==> src/rtl/dsWdtPkg.sv <==
package dsWdtPkg;
  // Strobes from control to datapath
  typedef struct packed {
    logic clrCnt;   // force count to zero
    logic incCnt;   // advance count by one
  } cntCmd_t;
endpackage

==> src/rtl/dsWdtDatapath.sv <==
module dsWdtDatapath
  import dsWdtPkg::*;
#(
  parameter int CODE_W    = 5,
  parameter int PRE_LOG2  = 5,
  localparam int CNT_W    = PRE_LOG2 + (1 << CODE_W) - 1,
  localparam int SHIFT_W  = $clog2(CNT_W + 1)
) (
  input  logic              clk,
  input  logic              rstN,
  input  cntCmd_t           cmd,
  input  logic [CODE_W-1:0] postCode,
  output logic              atTerm
);
  logic [CNT_W-1:0]   cntQ;
  logic [CNT_W-1:0]   lastVal;
  logic [SHIFT_W-1:0] shiftAmt;

  // Terminal value is 2^(code+prescale) - 1
  always_comb begin
    shiftAmt = SHIFT_W'(postCode) + SHIFT_W'(PRE_LOG2);
    if (int'(shiftAmt) >= CNT_W)
      lastVal = '1;
    else
      lastVal = (CNT_W'(1) << shiftAmt) - CNT_W'(1);
  end

  assign atTerm = (cntQ == lastVal);

  always_ff @(posedge clk or negedge rstN) begin
    if (!rstN)            cntQ <= '0;
    else if (cmd.clrCnt)  cntQ <= '0;
    else if (cmd.incCnt)  cntQ <= cntQ + CNT_W'(1);
  end
endmodule

==> src/rtl/dsWdtCtrl.sv <==
module dsWdtCtrl
  import dsWdtPkg::*;
#(
  parameter int CODE_W = 5
) (
  input  logic              clk,
  input  logic              rstN,
  input  logic              refRcTick,
  input  logic              refOscTick,
  input  logic              clkSel,
  input  logic              wdtEnable,
  input  logic              deepSleep,
  input  logic              kick,
  input  logic [CODE_W-1:0] postCode,
  input  logic              atTerm,
  output cntCmd_t           cmd,
  output logic              timeoutPulse
);
  logic              prevSel;
  logic [CODE_W-1:0] prevCode;
  logic              selTick;
  logic              running;
  logic              cfgChange;
  logic              restart;
  logic              fire;
  logic              timeoutQ;

  always_comb begin
    selTick   = clkSel ? refRcTick : refOscTick;
    running   = wdtEnable && deepSleep;
    cfgChange = (clkSel != prevSel) || (postCode != prevCode);
    restart   = !running || kick || cfgChange;
    fire      = !restart && selTick && atTerm;
    cmd.clrCnt = restart || fire;
    cmd.incCnt = !restart && selTick && !atTerm;
  end

  always_ff @(posedge clk or negedge rstN) begin
    if (!rstN) begin
      prevSel  <= 1'b0;
      prevCode <= '0;
      timeoutQ <= 1'b0;
    end else begin
      prevSel  <= clkSel;
      prevCode <= postCode;
      timeoutQ <= fire;
    end
  end

  assign timeoutPulse = timeoutQ;
endmodule

==> src/rtl/dsWdt.sv <==
module dsWdt
  import dsWdtPkg::*;
#(
  parameter int CODE_W   = 5,
  parameter int PRE_LOG2 = 5
) (
  input  logic              clk,
  input  logic              rstN,
  input  logic              refRcTick,
  input  logic              refOscTick,
  input  logic              clkSel,
  input  logic              wdtEnable,
  input  logic              deepSleep,
  input  logic              kick,
  input  logic [CODE_W-1:0] postCode,
  output logic              timeoutPulse
);
  cntCmd_t cmd;
  logic    atTerm;

  dsWdtCtrl #(.CODE_W(CODE_W)) ctrl_i (
    .clk(clk), .rstN(rstN), .refRcTick(refRcTick), .refOscTick(refOscTick),
    .clkSel(clkSel), .wdtEnable(wdtEnable), .deepSleep(deepSleep),
    .kick(kick), .postCode(postCode), .atTerm(atTerm), .cmd(cmd),
    .timeoutPulse(timeoutPulse)
  );

  dsWdtDatapath #(.CODE_W(CODE_W), .PRE_LOG2(PRE_LOG2)) dp_i (
    .clk(clk), .rstN(rstN), .cmd(cmd), .postCode(postCode), .atTerm(atTerm)
  );
endmodule

==> config.mk <==
export PLATFORM = sky130hd
export DESIGN_NAME = dsWdt
export DESIGN_NICKNAME = d
export VERILOG_FILES = /design/src/rtl/dsWdtPkg.sv /design/src/rtl/dsWdtDatapath.sv /design/src/rtl/dsWdtCtrl.sv /design/src/rtl/dsWdt.sv
export SDC_FILE = /design/constraint.sdc
export NUM_CORES = 1
export LEC_CHECK = 0
export ABC_CLOCK_PERIOD_IN_PS = 9390
export CORE_ASPECT_RATIO = 0.8
export CORE_MARGIN = 4
export CORE_UTILIZATION = 59
export DETAILED_ROUTE_END_ITERATION = 8
export DONT_BUFFER_PORTS = 1
export GPL_TIMING_DRIVEN = 0
export PLACE_DENSITY = 0.75
export RECOVER_POWER = 100
export SYNTH_ARGS = -nofsm -noshare
export SYNTH_HDL_FRONTEND = slang
export SYNTH_HIERARCHICAL = 1
export SYNTH_SLANG_ARGS = --single-unit
==> constraint.sdc <==
create_clock -name clk -period 9.39 [get_ports clk]
set_input_delay 0.4695 -clock clk [delete_from_list [all_inputs] [get_ports clk]]
set_output_delay 0.4695 -clock clk [all_outputs]
set_load 0.01 [all_outputs]
Yosys cells after proc, flatten, opt, wreduce, memory -nomap -nowiden
Cells that the tools add are included.
Word-level totals
  flip-flop bits (word level): 43
  bits of input ports: 13
  output and inout port bits: 1
  word-level logic and storage cells: 28
Operators by class
  add/sub/neg operators: 3
  $lt $le $gt $ge: 1
  equality and inequality tests: 3
  shift-type cells: 1
  mux-type cells: 4
  reductions and logical operators: 12
Operators by type and width (count)
  $mux W36: 3
  $add A36 B1 Y36 const B: 1
  $eq A36 B36 Y1: 1
  $shl A1 B6 Y36 const A: 1
  $sub A36 B2 Y36 const B: 1
  $add A5 B3 Y6 const B: 1
  $ge A6 B6 Y1 const B: 1
  $ne A5 B5 Y1: 1
  $logic_and A1 B1 Y1: 4
  $logic_or A1 B1 Y1: 4
  $logic_not A1 Y1: 3
  $reduce_bool A2 Y1: 1
  $mux W1: 1
  $ne A1 B1 Y1: 1

Longest topological paths before layout
Gate-level depths: netlist of run 1.
  word-level depth: 9
  mapped depth: 20
  depth with buffers taken out: 17

By module
Netlist of run 1, hierarchy kept.
By module, submodules not included
  dsWdtDatapath: instances 1, cells each 358, area each 2834.0 um^2, sequential area each 900.9 um^2
  dsWdtCtrl: instances 1, cells each 21, area each 286.5 um^2, sequential area each 175.2 um^2

Least setup slack after synthesis of run 1
No wires, ideal clock.
  kind: input to register
  from: in postCode[3]
  to: reg dp_i.cntQ[29]
  setup time: 0.132 ns
  data arrival time: 3.504 ns
  data required time: 9.258 ns
  setup slack: 5.754 ns
  stages on the path: 16
  path buffers: 2
  path through: buf_2 > or2_1 > a22oi_1 > nor4b_1 > nor3_1 > a211o_1 > nor4_1 > nand2_1 > or3b_1 > buf_2 > o2111a_1 > nand4_1 > nor3_2 > nand3_1 > xor2_1 > nor2_1
RTL lines
  start, declared: RTL line dsWdt.sv:15  | input logic [CODE_W-1:0] postCode,
  end signal, assigned: RTL line dsWdtDatapath.sv:33  | else if (cmd.incCnt) cntQ <= cntQ + CNT_W'(1);
  end, declared: RTL line dsWdtDatapath.sv:15  | logic [CNT_W-1:0] cntQ;

==> parameters.txt, run 1 <==
Parameter                              Value

Placed design
  Gp weighted congestion ... 0.9447
  IO Port Bufs ... 0
  Dpl cell area ... 3202 um^2
  HPWL Detailed ... 5830 um

GRT
  Pin count of the biggest net entering global routing ... 44
  Aggregate global routing overflow ... 0
  Total global-route track usage ... 0.2711
  Initial antenna violation count ... 0
  Number of global-route vias before repair ... 2697
  Wire length of the first global-routing pass ... 13500 um

Cells and area
  Filler cells ... 459
  Ant. Diodes ... 0
  Post-route design area ... 3266 um^2
  Final core occ ... 0.6448
  Fraction of layout instances using a drive strength above 1 ... 0.08226
  Area growth from synthesis to layout ... 4.651%
  Number of nets in the finished design ... 403

Worst setup path
  Flop2flop setup slack ... 4.60 ns
  Sort of element at the start of the critical path ... input pin
  Capture point of the worst reg-to-reg path ... dp_i/cntQ[35]$_DFFE_PN0P_
  Critical setup path kind ... in -> reg
  CP Max Fanout ... 10
  WP buf/inv ... 4
  Worst flop-to-flop path startpoint ... dp_i/cntQ[17]$_DFFE_PN0P_
  Endpoint type of the worst setup path ... flip-flop
  CP cell instances ... clkbuf_1, clkbuf_1, clkbuf_1, o21ai_0, a211oi_1, nand4_1, nor4_1, nand2_1, or3b_1, clkbuf_1, o2111a_1, nand4_1, nor3_1, nand3_1, xor2_1, nor2_1
  Beginning of the critical path ... postCode[4]
  Crit-path max cell delay ... 0.74 ns
  Top cell by count, worst path ... sky130_fd_sc_hd__clkbuf_1
  CP top delay family ... simple AND/OR/NAND/NOR gates
  Count of cell instances traversed by the critical path ... 16
  Data arrival time at the worst-slack endpoint ... 5.60 ns
  Crit path max-delay cell type ... sky130_fd_sc_hd__nor3_1
  Crit path required time ... 9.57 ns
  Number of cell instances on the worst register-to-register path ... 16

Die
  Cell Rows ... 23
  Die span in x ... 89.31 um
  I/O pin cnt ... 14
  Effective utilization at floorplan ... 0.6161
  Core Area ... 5065 um^2
  Die outline height ... 73.05 um
  Die Area ... 6524 um^2

Clock tree
  Reg clk slew, reported paths ... 0.09 ns
  Library cell used as clock root buffer ... sky130_fd_sc_hd__clkbuf_8
  Clock latency at the later pin of the worst-skew pair ... 0.30 ns
  Total of cells resized after clock tree synthesis ... 0
  CTS tree ... built
  Max H-tree Level ... 2
  Inserted Clock Buffers ... 5
  CTS Buffer Depth ... 2
  Sinks on the clock net ... 43

Timing
  Maximum achievable frequency ... 184.4 MHz
  Final-layout setup total negative slack ... 0 ns
  Final count of negative-setup-slack endpoints ... 0
  Unrepaired setup endpoints after global routing ... no
  Final Slew Violations ... 44
  Normalized max-slew margin ... -0.5129
  Worst Clk Skew ... 0.005733 ns
  Slew of the pin with the lowest slew margin ... 2.269 ns
  Shortest period the worst path allows ... 5.422 ns
  Final worst-path cycle share ... 0.5775
  Endpoints failing hold ... 0

Drt
  DR pass1 iterations ... 5
  DR vias ... 2887
  Wire length reported by the detailed router ... 7948 um
  DRC violation count after routing ... 0
  Via count normalized by instance count ... 6.401
  DR WL/cell ... 17.62 um
  Number of routed nets with antenna violations ... 0
  Starting DRT DRC Count ... 279

Synthesis
  Area share of the leading cell type in the synthesized netlist ... 0.3448
  Total standard cell area after synthesis ... 3120 um^2
  Post-synth EDFFs ... 0
  Post-synthesis sequential area ratio ... 0.3448
  Warnings, synthesis ... 6
  Synthesized instance count ... 379
  Leading cell types by total area after synthesis ... sky130_fd_sc_hd__dfrtp_1, sky130_fd_sc_hd__xor2_1, sky130_fd_sc_hd__xnor2_1
  Commonest cells in the netlist ... sky130_fd_sc_hd__nor2_1, sky130_fd_sc_hd__dfrtp_1, sky130_fd_sc_hd__nand2_1, sky130_fd_sc_hd__xor2_1, sky130_fd_sc_hd__xnor2_1
  Most repeated cell in the gate-level netlist after synthesis ... sky130_fd_sc_hd__nor2_1
  Distinct cell type count of the synthesized netlist ... 63
  Syn Area/Cell ... 8.233 um^2
  Number of synthesized register bits ... 43
  Cell type contributing the most total cell area after synthesis ... sky130_fd_sc_hd__dfrtp_1
  Top flip-flop cell by instance count after synthesis ... sky130_fd_sc_hd__dfrtp_1
  Synth async-reset ratio ... 1.000

Worst hold path
  Hold_sp ... clkSel
  Min-Delay Path Class ... in -> reg
  Count of cells along the worst hold path ... 0
  Sink of the worst hold path ... ctrl_i/prevSel$_DFF_PN0_

Status
  Result of the run ... complete, but fails checks
  Violations in the final reports ... capacitance limit, slew limit

Job
  Number of max-cap violations ... 1

Power and ir drop
  Static Leakage ... 1.220 nW
  Power density cells ... 111.1 nW/um^2
  Max rail drop VDD ... 0.00008946 V
[metal layers]
metal / routed length (um) / GRT usage / part of all wire
met5: 0 / 0 / 0
met4: 202 / 0.09091 / 0.025
met3: 755 / 0.05530 / 0.095
met2: 3233 / 0.3818 / 0.41
met1: 3757 / 0.4111 / 0.47
[logic make-up after synthesis]
kind of cell / after synthesis / synth area share
and+or+nand+nor: 170 / 0.2839
AOI/OAI and AO/OA: 74 / 0.1536
xor gates and xnor gates: 55 / 0.1544
DFF: 43 / 0.3448
buffers and inverters: 32 / 0.04731
adders and majority gates: 2 / 0.008018
muxes: 2 / 0.006816
other: 1 / 0.001202
[power by group]
| part | switching (W) | leakage, nW | internal, W | total [W] |
|---|---|---|---|---|
| clock network | 0.0000672 | 0.0474 | 0.0000601 | 0.000127 |
| logic | 0.0000315 | 0.585 | 0.0000172 | 0.0000487 |
| registers | 0.000000581 | 0.587 | 0.000186 | 0.000187 |
| total | 0.0000993 | 1.22 | 0.000264 | 0.000363 |
[registers in the layout, indices dropped and copies added, names as in the netlist]
name                 count
ctrl_i/prevSel           1
ctrl_i/prevCode          5
ctrl_i/timeoutPulse      1
dp_i/cntQ               36
[cell type report]
type                    count  area [um^2]  area share
repair buffers              1        3.754    0.001149
clock inverters             2        16.27    0.004981
clock buffers               6        82.58     0.02529
multi-input cells         305         1873      0.5736
plain buffers              24        106.4     0.03257
inverters                   8        30.03    0.009195
flip-flops and latches     43         1076      0.3295
well taps                  62        77.57     0.02375
[what timing repair did]
action	in CTS	in global routing
hold buffers	1	0
hold endpoints to repair	43	0
setup buffers	0	0
[worst reg2reg max path, cell delays in order, from the launching register on]
cell and delay, ns:
sky130_fd_sc_hd__dfrtp_1 0.36, sky130_fd_sc_hd__clkbuf_2 0.17, sky130_fd_sc_hd__xnor2_1 0.15, sky130_fd_sc_hd__or3_1 0.31, sky130_fd_sc_hd__o211ai_1 0.14, sky130_fd_sc_hd__nand4_1 0.17
sky130_fd_sc_hd__a211o_1 0.25, sky130_fd_sc_hd__nor4_1 0.40, sky130_fd_sc_hd__nand2_1 0.13, sky130_fd_sc_hd__or3b_1 0.22, sky130_fd_sc_hd__clkbuf_1 0.44, sky130_fd_sc_hd__o2111a_1 0.39
sky130_fd_sc_hd__nand4_1 0.30, sky130_fd_sc_hd__nor3_1 0.74, sky130_fd_sc_hd__nand3_1 0.27, sky130_fd_sc_hd__xor2_1 0.19, sky130_fd_sc_hd__nor2_1 0.05
[worst max-delay path by stage]
stage | endpoint | slack, ns
4_1_cts | dp_i/cntQ[35]$_DFFE_PN0P_ | 4.99
3_5_place_dp | dp_i/cntQ[35]$_DFFE_PN0P_ | 4.69
5_1_grt | dp_i/cntQ[35]$_DFFE_PN0P_ | 3.75
3_3_place_gp | dp_i/cntQ[35]$_DFFE_PN0P_ | 4.67
6_report | dp_i/cntQ[35]$_DFFE_PN0P_ | 3.97
2_1_floorplan | dp_i/cntQ[29]$_DFFE_PN0P_ | 5.75
[metrics by stage]
| step | instances | hold slack [ns] | total power (W) | setup slack (ns) |
|---|---|---|---|---|
| 6_report | 451 | 0.1932 | 0.0003628 | 3.968 |
| 4_1_cts | 451 | 0.01221 | 0.0003657 | 4.987 |
| 3_5_place_dp | 442 | 0.1750 | 0.0002333 | 4.693 |
| 2_1_floorplan | 380 | 0.1739 | 0.0002253 | 5.754 |
| 5_1_grt | 451 | 0.1774 | 0.0003818 | 3.748 |
| 3_3_place_gp | 442 | 0.1750 | 0.0002335 | 4.666 |
[placed cells by master (no fill, tap or decap), types with 2 or more instances in the layout]
| cell type | instances |
|---|---|
| sky130_fd_sc_hd__nor2_1 | 50 |
| sky130_fd_sc_hd__dfrtp_1 | 43 |
| sky130_fd_sc_hd__nand2_1 | 30 |
| sky130_fd_sc_hd__xor2_1 | 29 |
| sky130_fd_sc_hd__xnor2_1 | 26 |
| sky130_fd_sc_hd__o21ai_0 | 21 |
| sky130_fd_sc_hd__nand3_1 | 20 |
| sky130_fd_sc_hd__a21oi_1 | 19 |
| sky130_fd_sc_hd__nor3_1 | 16 |
| sky130_fd_sc_hd__nand4_1 | 12 |
| sky130_fd_sc_hd__buf_2 | 12 |
| sky130_fd_sc_hd__clkbuf_1 | 12 |
| sky130_fd_sc_hd__and3_1 | 9 |
| sky130_fd_sc_hd__inv_1 | 7 |
| sky130_fd_sc_hd__clkbuf_8 | 6 |
| sky130_fd_sc_hd__a31oi_1 | 4 |
| sky130_fd_sc_hd__o211ai_1 | 4 |
| sky130_fd_sc_hd__and4_1 | 3 |
| sky130_fd_sc_hd__or3_1 | 3 |
| sky130_fd_sc_hd__a211oi_1 | 3 |
| sky130_fd_sc_hd__and3_2 | 3 |
| sky130_fd_sc_hd__a41oi_1 | 3 |
| sky130_fd_sc_hd__nor3b_1 | 3 |
| sky130_fd_sc_hd__nor4b_1 | 2 |
| sky130_fd_sc_hd__and2_1 | 2 |
| sky130_fd_sc_hd__a22oi_1 | 2 |
| sky130_fd_sc_hd__or2_2 | 2 |
| sky130_fd_sc_hd__nor4_1 | 2 |
| sky130_fd_sc_hd__a311oi_1 | 2 |
| sky130_fd_sc_hd__o31ai_1 | 2 |
| sky130_fd_sc_hd__nand3b_1 | 2 |
| sky130_fd_sc_hd__a211o_1 | 2 |
| sky130_fd_sc_hd__o2111a_1 | 2 |
| sky130_fd_sc_hd__ha_1 | 2 |
| sky130_fd_sc_hd__conb_1 | 2 |
No activity file was read; power rests on OpenSTA's default activity.
==> run 2: changes to the inputs <==
Settings changed: ABC_CLOCK_PERIOD_IN_PS 9390 to 4650, CORE_UTILIZATION 59 to 58, PLACE_DENSITY 0.75 to 0.76.
Clock period 9.39 ns to 4.65 ns, I/O delays scaled along.
==> parameters.txt, run 2 (same netlist as run 1, synthesis figures left out) <==
Parameter                              Value

Timing
  Unrepaired setup endpoints after global routing ... no
  Slew of the pin with the lowest slew margin ... 2.310 ns (+0.04057 ns)
  Shortest period the worst path allows ... 4.252 ns
  Worst Clk Skew ... 0.006505 ns (+0.0007726 ns)
  Final-layout setup total negative slack ... 0 ns (unchanged)
  Maximum achievable frequency ... 235.2 MHz
  Final Slew Violations ... 44 (unchanged)
  Endpoints failing hold ... 0 (unchanged)
  Normalized max-slew margin ... -0.5399 (-0.02705)
  Final worst-path cycle share ... 0.9145
  Final count of negative-setup-slack endpoints ... 0 (unchanged)
  Min setup slack post-route ... 0.3978 ns (-3.570 ns)

Power and ir drop
  Power density cells ... 219.6 nW/um^2 (+98%)
  Max rail drop VDD ... 0.0001943 V (+120%)
  Static Leakage ... 1.271 nW (+4.2%)

GRT
  Aggregate global routing overflow ... 0 (unchanged)
  Pin count of the biggest net entering global routing ... 44 (unchanged)
  Initial antenna violation count ... 0 (unchanged)
  Wire length of the first global-routing pass ... 13880 um (+2.8%)
  Number of global-route vias before repair ... 2673 (-0.89%)
  Total global-route track usage ... 0.2650 (-0.006121)

Worst setup path
  CP Max Fanout ... 10 (unchanged)
  CP cell instances ... clkbuf_2, xnor2_1, or3_1, o211ai_1, nand4_1, a211o_1, nor4_1, nand2_1, or3b_1, buf_2, o2111a_1, nand4_1, nor3_4, nand3_1, xor2_1, nor2_1
  Critical setup path kind ... reg -> reg
  WP buf/inv ... 2 (-2)
  Crit-path max cell delay ... 0.37 ns (-0.37 ns)
  Sort of element at the start of the critical path ... flip-flop
  Crit path required time ... 4.81 ns (-4.76 ns)
  Top cell by count, worst path ... sky130_fd_sc_hd__nand4_1
  Endpoint type of the worst setup path ... flip-flop
  CP top delay family ... simple AND/OR/NAND/NOR gates
  Data arrival time at the worst-slack endpoint ... 4.42 ns (-1.18 ns)
  Crit path max-delay cell type ... sky130_fd_sc_hd__dfrtp_1
  Flop2flop setup slack ... 0.40 ns (-4.20 ns)

Drt
  Number of routed nets with antenna violations ... 0 (unchanged)
  DR WL/cell ... 17.87 um (+1.4%)
  DR vias ... 2901 (+0.48%)
  DRC violation count after routing ... 0 (unchanged)
  Wire length reported by the detailed router ... 8184 um (+3.0%)
  Via count normalized by instance count ... 6.334 (-1.1%)
  Starting DRT DRC Count ... 407 (+46%)
  DR pass1 iterations ... 8 (+3)

Clock tree
  Postcts setup bufs ... 0 (unchanged)
  CTS tree ... built
  CTS Buffer Depth ... 2 (unchanged)
  Clock latency at the later pin of the worst-skew pair ... 0.30 ns (about the same)
  Library cell used as clock root buffer ... sky130_fd_sc_hd__clkbuf_8
  Reg clk slew, reported paths ... 0.09 ns (about the same)
  Inserted Clock Buffers ... 5 (unchanged)
  Max H-tree Level ... 2 (unchanged)
  Sinks on the clock net ... 43 (unchanged)

Cells and area
  Most frequent cells in the layout ... sky130_fd_sc_hd__nor2_1, sky130_fd_sc_hd__dfrtp_1, sky130_fd_sc_hd__nand2_1
  Number of nets in the finished design ... 410 (+1.7%)
  Fin cells ... 458 (+1.6%)
  Combined area of the multi-input logic cells ... 1884 um^2 (+0.60%)
  Storage element area ... 1076 um^2 (unchanged)
  Filler cells ... 426 (-7.2%)
  Ant. Diodes ... 0 (unchanged)
  Post-route design area ... 3351 um^2 (+2.6%)
  Commonest non-fill, non-tap cell in the layout ... sky130_fd_sc_hd__nor2_1
  Largest reg by FF count ... dp_i/cntQ
  Final core occ ... 0.6578 (+0.01306)
  Max FFs per register ... 36 (unchanged)
  Largest registers in the final layout ... dp_i/cntQ (36), ctrl_i/prevCode (5)
  Area growth from synthesis to layout ... 7.378%
  Fraction of layout instances using a drive strength above 1 ... 0.09091 (+0.008647)

Status
  Result of the run ... complete, but fails checks
  Violations in the final reports ... capacitance limit, slew limit

Die
  Die span in x ... 90.01 um (+0.78%)
  I/O pin cnt ... 14 (unchanged)
  Core Area ... 5094 um^2 (+0.57%)
  Cell Rows ... 23 (unchanged)
  Effective utilization at floorplan ... 0.6126 (-0.003481)
  Die outline height ... 73.61 um (+0.77%)
  Die Area ... 6625 um^2 (+1.6%)

Placed design
  Pre-CTS setup slack ... 0.01612 ns (-4.677 ns)
  Placed Cells incl. Taps ... 442 (unchanged)
  Gp weighted congestion ... 0.9641 (+2.1%)
  IO Port Bufs ... 0 (unchanged)
  Dpl cell area ... 3202 um^2 (unchanged)
  HPWL Detailed ... 5944 um (+2.0%)

Job
  Number of max-cap violations ... 1 (unchanged)

Worst hold path
  Min-Delay Path Class ... in -> reg
## run 2: through the flow
| step | total power [W] | hold slack (ns) |
|---|---|---|
| after floorplan | 0.0004550 | -0.06309 |
| after global placement | 0.0004713 | -0.06222 |
| after detailed placement | 0.0004709 | -0.06236 |
| after CTS | 0.0007398 | 0.1275 |
| after global routing | 0.0007753 | 0.1229 |
| final | 0.0007358 | 0.1330 |
## run 2: area by class of cell
| class | instances | area share |
|---|---|---|
| Clock buffer | 6 | 0.02465 |
| Inverter | 8 | 0.008962 |
| Buffer | 24 | 0.03286 |
| Timing Repair Buffer | 8 | 0.02203 |
| Sequential cell | 43 | 0.3211 |
| Tap cell | 62 | 0.02315 |
| Multi-Input combinational cell | 305 | 0.5624 |
| Clock inverter | 2 | 0.004854 |
## run 2: layer usage
layer | vias up | routed length (um) | track usage
li1 | 1381 | - | -
met1 | 1361 | 3730 | 0.3864
met2 | 149 | 3563 | 0.4056
met3 | 10 | 800 | 0.05937
met4 | 0 | 90 | 0.05942
met5 | - | 0 | 0
## run 2: worst register-to-register path, stage by stage (launching register included)
cell and delay (ns):
sky130_fd_sc_hd__dfrtp_1 0.37, sky130_fd_sc_hd__clkbuf_2 0.18, sky130_fd_sc_hd__xnor2_1 0.16, sky130_fd_sc_hd__or3_1 0.31, sky130_fd_sc_hd__o211ai_1 0.13, sky130_fd_sc_hd__nand4_1 0.17, sky130_fd_sc_hd__a211o_1 0.26, sky130_fd_sc_hd__nor4_1 0.37
sky130_fd_sc_hd__nand2_1 0.13, sky130_fd_sc_hd__or3b_1 0.22, sky130_fd_sc_hd__buf_2 0.26, sky130_fd_sc_hd__o2111a_1 0.33, sky130_fd_sc_hd__nand4_1 0.34, sky130_fd_sc_hd__nor3_4 0.38, sky130_fd_sc_hd__nand3_1 0.23, sky130_fd_sc_hd__xor2_1 0.21
sky130_fd_sc_hd__nor2_1 0.07
## run 2: path summary, 6_finish.rpt
kind | from | cells after the start | end
worst max-delay path | dp_i/cntQ[17]$_DFFE_PN0P_ | 16 | dp_i/cntQ[35]$_DFFE_PN0P_
worst max register to register | dp_i/cntQ[17]$_DFFE_PN0P_ | 16 | dp_i/cntQ[35]$_DFFE_PN0P_
worst min register to register | dp_i/cntQ[13]$_DFFE_PN0P_ | 2 | dp_i/cntQ[13]$_DFFE_PN0P_
max in group asynchronous | rstN | 2 | dp_i/cntQ[34]$_DFFE_PN0P_
min in group asynchronous | rstN | 2 | dp_i/cntQ[8]$_DFFE_PN0P_
worst min-delay path | kick | 2 | ctrl_i/timeoutPulse$_DFF_PN0_
## run 2: power breakdown
group | internal, W | total, W | switching [W]
Combinational | 0.0000390 | 0.000104 | 0.0000650
Sequential | 0.000376 | 0.000377 | 0.00000125
Clock | 0.000121 | 0.000254 | 0.000133
## run 2: repair_timing
| action | in CTS | in global routing |
|---|---|---|
| endpoints found under the hold margin | 49 | 0 |
| endpoints found under the setup margin | 0 | 1 |
| gates resized for setup | 0 | 3 |
| hold buffers | 8 | 0 |
